`src/rtl/ltc_tx_pkg.sv`:
```
package ltc_tx_pkg;
  typedef enum logic [1:0] {
    SYNC_LINE5 = 2'b00,
    SYNC_CLICK = 2'b01,
    SYNC_RXDET = 2'b10,
    SYNC_SOFT  = 2'b11
  } sync_sel_e;
endpackage

```
`src/rtl/ltc_src_gen.sv`:
```
module ltc_src_gen (
  input  logic clk_i,
  input  logic rst_ni,
  input  logic use_rx_i,
  input  logic rx_clk_i,
  output logic src_pulse_o
);
  logic rx_q;

  always_ff @(posedge clk_i or negedge rst_ni) begin
    if (!rst_ni) rx_q <= 1'b0;
    else         rx_q <= rx_clk_i;
  end

  // both edges count: receive rate doubled
  assign src_pulse_o = use_rx_i ? (rx_clk_i ^ rx_q) : 1'b1;

  p_src_edge_r3: assert property (@(posedge clk_i) disable iff (!rst_ni)
    use_rx_i && $stable(rx_clk_i) |-> !src_pulse_o)
    else $error("p_src_edge_r3");
endmodule

```
`src/rtl/ltc_div.sv`:
```
module ltc_div #(
  parameter int unsigned DIV_W = 12
) (
  input  logic             clk_i,
  input  logic             rst_ni,
  input  logic             lo_we_i,
  input  logic             hi_we_i,
  input  logic [7:0]       wdata_i,
  input  logic             src_pulse_i,
  input  logic             restart_i,
  output logic             tick_o
);
  localparam int unsigned HI_W = DIV_W - 8;

  logic [DIV_W-1:0] div_reg_q, div_act_q, cnt_q;

  generate
    if (HI_W < 8) begin : g_hi_unused
      logic unused_hi;
      assign unused_hi = ^wdata_i[7:HI_W];
    end
  endgenerate

  always_ff @(posedge clk_i or negedge rst_ni) begin
    if (!rst_ni) begin
      div_reg_q <= '0;
    end else begin
      if (lo_we_i) div_reg_q[7:0]       <= wdata_i;
      if (hi_we_i) div_reg_q[DIV_W-1:8] <= wdata_i[HI_W-1:0];
    end
  end

  assign tick_o = src_pulse_i && (cnt_q == div_act_q);

  always_ff @(posedge clk_i or negedge rst_ni) begin
    if (!rst_ni) begin
      cnt_q     <= '0;
      div_act_q <= '0;
    end else if (restart_i || tick_o) begin
      cnt_q     <= '0;
      div_act_q <= div_reg_q;
    end else if (src_pulse_i) begin
      cnt_q <= cnt_q + 1'b1;
    end
  end

  p_reload_only_r4: assert property (@(posedge clk_i) disable iff (!rst_ni)
    !tick_o && !restart_i |=> $stable(div_act_q))
    else $error("p_reload_only_r4");

  p_cnt_bound_r2: assert property (@(posedge clk_i) disable iff (!rst_ni)
    cnt_q <= div_act_q)
    else $error("p_cnt_bound_r2");

  p_wrap_r2: assert property (@(posedge clk_i) disable iff (!rst_ni)
    tick_o |=> cnt_q == '0)
    else $error("p_wrap_r2");
endmodule

```
`src/rtl/ltc_sync_sel.sv`:
```
module ltc_sync_sel
  import ltc_tx_pkg::*;
(
  input  logic      clk_i,
  input  logic      rst_ni,
  input  sync_sel_e sel_i,
  input  logic      line5_i,
  input  logic      click_i,
  input  logic      rx_sync_i,
  input  logic      sw_sync_i,
  output logic      evt_o
);
  logic click_q;

  always_ff @(posedge clk_i or negedge rst_ni) begin
    if (!rst_ni) click_q <= 1'b0;
    else         click_q <= click_i;
  end

  always_comb begin
    unique case (sel_i)
      SYNC_LINE5: evt_o = line5_i;
      SYNC_CLICK: evt_o = click_i && !click_q;
      SYNC_RXDET: evt_o = rx_sync_i;
      SYNC_SOFT:  evt_o = sw_sync_i;
      default:    evt_o = 1'b0;
    endcase
  end

  p_click_once_r12: assert property (@(posedge clk_i) disable iff (!rst_ni)
    evt_o && sel_i == SYNC_CLICK |=> !(evt_o && sel_i == SYNC_CLICK))
    else $error("p_click_once_r12");
endmodule

```
`src/rtl/ltc_frame_seq.sv`:
```
module ltc_frame_seq #(
  parameter int unsigned BITS_PER_FRAME = 80,
  parameter int unsigned IDX_W = $clog2(BITS_PER_FRAME)
) (
  input  logic             clk_i,
  input  logic             rst_ni,
  input  logic             tick_i,
  input  logic             sync_i,
  input  logic             en_i,
  input  logic             free_run_i,
  output logic             restart_o,
  output logic [IDX_W-1:0] bit_idx_o,
  output logic             frame_start_o,
  output logic             active_o
);
  localparam logic [IDX_W-1:0] LAST_IDX = IDX_W'(BITS_PER_FRAME - 1);

  logic             active_q, half_q, start_q;
  logic [IDX_W-1:0] idx_q;
  logic             frame_end, chain;

  assign restart_o = !active_q && en_i && sync_i;
  assign frame_end = active_q && tick_i && half_q && (idx_q == LAST_IDX);
  assign chain     = free_run_i && en_i;

  always_ff @(posedge clk_i or negedge rst_ni) begin
    if (!rst_ni) begin
      active_q <= 1'b0;
      half_q   <= 1'b0;
      start_q  <= 1'b0;
      idx_q    <= '0;
    end else begin
      start_q <= 1'b0;
      if (!active_q) begin
        half_q <= 1'b0;
        idx_q  <= '0;
        if (restart_o) begin
          active_q <= 1'b1;
          start_q  <= 1'b1;
        end
      end else if (tick_i) begin
        half_q <= !half_q;
        if (half_q) begin
          if (idx_q == LAST_IDX) begin
            idx_q    <= '0;
            active_q <= chain;
            start_q  <= chain;
          end else begin
            idx_q <= idx_q + 1'b1;
          end
        end
      end
    end
  end

  assign bit_idx_o     = idx_q;
  assign frame_start_o = start_q;
  assign active_o      = active_q;

  p_start_state_r7: assert property (@(posedge clk_i) disable iff (!rst_ni)
    start_q |-> active_q && idx_q == '0 && !half_q)
    else $error("p_start_state_r7");

  p_rise_on_sync_r7: assert property (@(posedge clk_i) disable iff (!rst_ni)
    $rose(active_q) |-> $past(en_i && sync_i))
    else $error("p_rise_on_sync_r7");

  p_idx_bound_r5: assert property (@(posedge clk_i) disable iff (!rst_ni)
    idx_q <= LAST_IDX)
    else $error("p_idx_bound_r5");

  p_hold_frame_r10: assert property (@(posedge clk_i) disable iff (!rst_ni)
    active_q && !frame_end |=> active_q && !start_q)
    else $error("p_hold_frame_r10");

  p_chain_r8: assert property (@(posedge clk_i) disable iff (!rst_ni)
    frame_end && chain |=> start_q && active_q)
    else $error("p_chain_r8");

  p_stop_r9: assert property (@(posedge clk_i) disable iff (!rst_ni)
    frame_end && !chain |=> !active_q)
    else $error("p_stop_r9");
endmodule

```
`src/rtl/ltc_tx_timing.sv`:
```
module ltc_tx_timing
  import ltc_tx_pkg::*;
#(
  parameter int unsigned DIV_W          = 12,
  parameter int unsigned BITS_PER_FRAME = 80,
  parameter int unsigned IDX_W          = $clog2(BITS_PER_FRAME)
) (
  input  logic             clk_i,
  input  logic             rst_ni,
  input  logic             div_lo_we_i,
  input  logic             div_hi_we_i,
  input  logic [7:0]       div_wdata_i,
  input  logic             src_rx_i,
  input  logic             rx_clk_i,
  input  logic [1:0]       sync_sel_i,
  input  logic             free_run_i,
  input  logic             tx_en_i,
  input  logic             line5_i,
  input  logic             click_i,
  input  logic             rx_sync_i,
  input  logic             sw_sync_i,
  output logic             half_tick_o,
  output logic [IDX_W-1:0] bit_idx_o,
  output logic             frame_start_o,
  output logic             frame_active_o
);
  logic src_pulse, tick, sync_evt, restart;

  ltc_src_gen u_src (
    .clk_i       (clk_i),
    .rst_ni      (rst_ni),
    .use_rx_i    (src_rx_i),
    .rx_clk_i    (rx_clk_i),
    .src_pulse_o (src_pulse)
  );

  ltc_div #(.DIV_W(DIV_W)) u_div (
    .clk_i       (clk_i),
    .rst_ni      (rst_ni),
    .lo_we_i     (div_lo_we_i),
    .hi_we_i     (div_hi_we_i),
    .wdata_i     (div_wdata_i),
    .src_pulse_i (src_pulse),
    .restart_i   (restart),
    .tick_o      (tick)
  );

  ltc_sync_sel u_sync (
    .clk_i     (clk_i),
    .rst_ni    (rst_ni),
    .sel_i     (sync_sel_e'(sync_sel_i)),
    .line5_i   (line5_i),
    .click_i   (click_i),
    .rx_sync_i (rx_sync_i),
    .sw_sync_i (sw_sync_i),
    .evt_o     (sync_evt)
  );

  ltc_frame_seq #(.BITS_PER_FRAME(BITS_PER_FRAME), .IDX_W(IDX_W)) u_seq (
    .clk_i         (clk_i),
    .rst_ni        (rst_ni),
    .tick_i        (tick),
    .sync_i        (sync_evt),
    .en_i          (tx_en_i),
    .free_run_i    (free_run_i),
    .restart_o     (restart),
    .bit_idx_o     (bit_idx_o),
    .frame_start_o (frame_start_o),
    .active_o      (frame_active_o)
  );

  assign half_tick_o = tick;
endmodule

```
`config.mk`:
```
export PLATFORM = sky130hd
export DESIGN_NAME = ltc_tx_timing
export DESIGN_NICKNAME = d
export VERILOG_FILES = /design/src/rtl/ltc_tx_pkg.sv /design/src/rtl/ltc_src_gen.sv /design/src/rtl/ltc_div.sv /design/src/rtl/ltc_sync_sel.sv /design/src/rtl/ltc_frame_seq.sv /design/src/rtl/ltc_tx_timing.sv
export SDC_FILE = /design/constraint.sdc
export NUM_CORES = 1
export LEC_CHECK = 0
export BUFFER_PORTS_ARGS = -buffer_cell sky130_fd_sc_hd__buf_2
export CORE_MARGIN = 10
export CORE_UTILIZATION = 25
export DETAILED_ROUTE_END_ITERATION = 12
export SLEW_MARGIN = 15
export SYNTH_ARGS = -nofsm -noshare
export SYNTH_HDL_FRONTEND = slang
export SYNTH_SLANG_ARGS = --single-unit
```
`constraint.sdc`:
```
create_clock -name clk_i -period 1.95 [get_ports clk_i]
set_clock_uncertainty 0.05 [all_clocks]
set_input_delay 0.195 -clock clk_i [delete_from_list [all_inputs] [get_ports clk_i]]
set_output_delay 0.195 -clock clk_i [all_outputs]
set_load 0.005 [all_outputs]
```
==> metrics.csv <==
stage,metric,value,unit
outcome,outcome,"complete, but fails checks",
outcome,violations,negative setup slack,
synth,synth.avg_cell_area,12.5,um2
hold_path,worstHoldPathCells,2,
place,placedInstanceArea,0.00273,mm2
global_route,grt_first_pass_wirelength,8040,um
drt,post-route-drc-count,0,
drt,ant_nets,0,
hold_path,worstHoldStart,div_wdata_i[5],
synth,synth-async-reset-ratio,100,%
die,start_util,25.4,%
synth,syn_nets,210,
die,dieWidth,116,um
final_layout,layout.nets,285,
die,rows,35,
clock_tree,cts.reportedPaths.clkPinSlew,0.08,ns
final_layout,fill_cells,913,
critical_path,r2r-end,u_div.div_act_q[6]$_DFFE_PN0P_,
global_route,antenna_found_initial,0,
final_layout,design_area,0.00305,mm2
drt,vias_per_cell,4.36,
critical_path,crit_fanout,5,
synth,synth_edf_count,0,
sta,setup_violations,11,
critical_path,arrival,2.14,ns
drt,drt_pass1_iterations,4,
die,pin_count,32,
sta,min_period_over_period,103,%
hold_path,hold_path_end,u_div.div_reg_q[5]$_DFFE_PN0P_,
global_route,grt_pass1_vias,1663,
global_route,overflow,0,
synth,yosys_most_used_dff,dfrtp_1,
sta,hold_viol,0,
place,io_buffers,31,
sta,fmax,0.500,GHz
sta,tightest_slew,0.590,ns
pwr,p_leak,1.50,nW
final_layout,layout_common_cells,"48 x dfrtp_1, 39 x buf_4, 31 x buf_2, 14 x nor2_1, 14 x mux2_2",
synth,synthesis.area,0.00233,mm2
drt,avgRoutedWirePerCell,13.2,um
critical_path,cp.required,2.09,ns
clock_tree,clk_latency,0.30,ns
place,place_congestion,0.807,
pwr,powerDensity,1060,mW/mm2
critical_path,r2r_slack,-0.05,ns
sta,slew_headroom,60.6,%
die,core_area,0.00915,mm2
clock_tree,cts_tree,done,
place,dp_hpwl,3610,um
drt,drt_iter0_markers,101,
sta,min_period,2.00,ns
pwr,ir_drop,582,uV
final_layout,diodes,0,
run,cap_viol_max_count,0,
critical_path,worstSetupPathType,flop to flop,
synth,yosysSeqAreaShare,51.6,%
clock_tree,htreeDepth,2,
clock_tree,cts_buffers,5,
global_route,grt_max_degree,26,
critical_path,startpoint_type,flop,
die,dieArea,0.0136,mm2
clock_tree,root_buffer,clkbuf_8,
synth,synth_warnings,0,
synth,synth.distinct_cells,40,
critical_path,rr_worst_depth,6,
critical_path,r2r_start,u_div.div_act_q[7]$_DFFE_PN0P_,
drt,postRouteWirelength,4940,um
sta,fin_ws,-0.0498,ns
clock_tree,clock-sinks,48,
sta,slew_violations,0,
hold_path,hp-class,input pin to flop,
global_route,grt_usage,7.44,%
die,dieHeight,116,um
critical_path,cp-end-kind,flop,
sta,whs,0.0721,ns
clock_tree,cts_max_path_buffers,2,
final_layout,final_layout_size_suffix_gt1_share,43.1,%
drt,num_vias,1627,
final_layout,areaGrowthSynthToFinish,31.1,%
final_layout,final_common_cell,dfrtp_1,
synth,ys_ff_latch,48,
sta,rsz0062_at_grt,true,
synth,syn_inst,186,
sequential cells by signal (all words and copies together) (netlist names):
register and cells:
u_div.div_act_q 12, u_seq.half_q 1, u_seq.bit_idx_o 7, u_div.div_reg_q 12, u_sync.click_q 1, u_div.cnt_q 12
u_seq.active_o 1, u_seq.frame_start_o 1, u_src.rx_q 1
Yosys cell counts, drive strengths merged (3+ instances only):
master  number  share of area, %
nand2        5              0.81
mux2i        4               1.7
xor2        12               4.5
buf          5               2.8
nand4        8               2.2
and3         5               1.3
nor2        14               2.3
nand2b       3               1.1
clkbuf       3              0.48
dfrtp       48                52
nand3       12               2.6
xnor2       14               5.6
mux2        24                13
nor2b        3              0.81
o21ai        3              0.65
kinds of logic (layout without fill, tap and decap cells):
group / count (synthesis) / in the layout / share of synthesized area, %
xor gates and xnor gates: 26 / 26 / 10.1
adders and majority gates: 2 / 2 / 1.08
and+or+nand+nor: 59 / 60 / 14.5
DFF: 48 / 48 / 51.6
muxes: 29 / 29 / 15.4
buffers and inverters: 9 / 84 / 3.44
AOI/OAI and AO/OA: 13 / 13 / 3.82
how the worst max path moves through the flow:
stage                                         from                               to  slack [ns]
global route        u_div.div_act_q[7]$_DFFE_PN0P_   u_div.div_act_q[6]$_DFFE_PN0P_       -0.14
global placement    u_div.div_act_q[1]$_DFFE_PN0P_   u_div.div_act_q[1]$_DFFE_PN0P_        0.03
finish              u_div.div_act_q[7]$_DFFE_PN0P_   u_div.div_act_q[6]$_DFFE_PN0P_       -0.05
detailed placement  u_div.div_act_q[1]$_DFFE_PN0P_  u_div.div_act_q[11]$_DFFE_PN0P_       -0.02
CTS                 u_div.div_act_q[1]$_DFFE_PN0P_                      half_tick_o       -0.03
floorplan               u_div.cnt_q[3]$_DFFE_PN0P_   u_div.div_act_q[2]$_DFFE_PN0P_       -0.10
metrics by stage:
| step | power (mW) | TNS, ns | std cells | setup WS, ns | util (%) |
|---|---|---|---|---|---|
| 6_report | 3.23 | -0.438 | 373 | -0.0498 | 33.3 |
| 4_1_cts | 3.23 | -0.0988 | 361 | -0.0341 | 32.1 |
| 3_5_place_dp | 2.38 | -0.0809 | 345 | -0.0206 | 29.8 |
| 2_1_floorplan | 2.01 | -0.722 | 186 | -0.101 | - |
| 5_1_grt | 3.44 | -1.84 | 373 | -0.139 | 33.3 |
| 3_3_place_gp | 2.37 | 0 | 345 | 0.0262 | 29.8 |
area by class of cell:
cell class	instances	area, um2	area share [%]
clock buffers	7	96.3	3.16
flip-flops and latches	48	1200	39.4
inverters	1	3.75	0.123
clock inverters	1	30.0	0.985
well taps	111	139	4.55
multi-input cells	130	1070	35.1
repair buffers	75	509	16.7
worst max-delay path, cell delays in order, from the launching register on:
cell and delay (ns):
dfrtp_1 0.41, xor2_1 0.19, nor4_2 0.31, and4bb_2 0.31
nand2b_2 0.21, buf_4 0.14, mux2_4 0.28
timing repair:
item                                    CTS  global route
pin swaps                                 0             2
endpoints found under the setup margin    8            23
cloned                                    0             1
setup buffers                             5            11
gates resized for setup                   3             3
hold buffers                              3             0
endpoints found under the hold margin    24             0
report_power, final:
group | internal, mW | switching (mW) | total (mW)
Combinational | 0.654 | 0.409 | 1.06
Clock | 0.452 | 0.324 | 0.776
Sequential | 1.22 | 0.164 | 1.39
Total | 2.33 | 0.897 | 3.23
routing by layer:
layer,track usage [%],part of all wire [%]
met1,9.21,45
met2,12.3,51
met3,1.75,2.5
met4,2.75,1.4
met5,0,0
No activity file was read; power rests on OpenSTA's default activity.
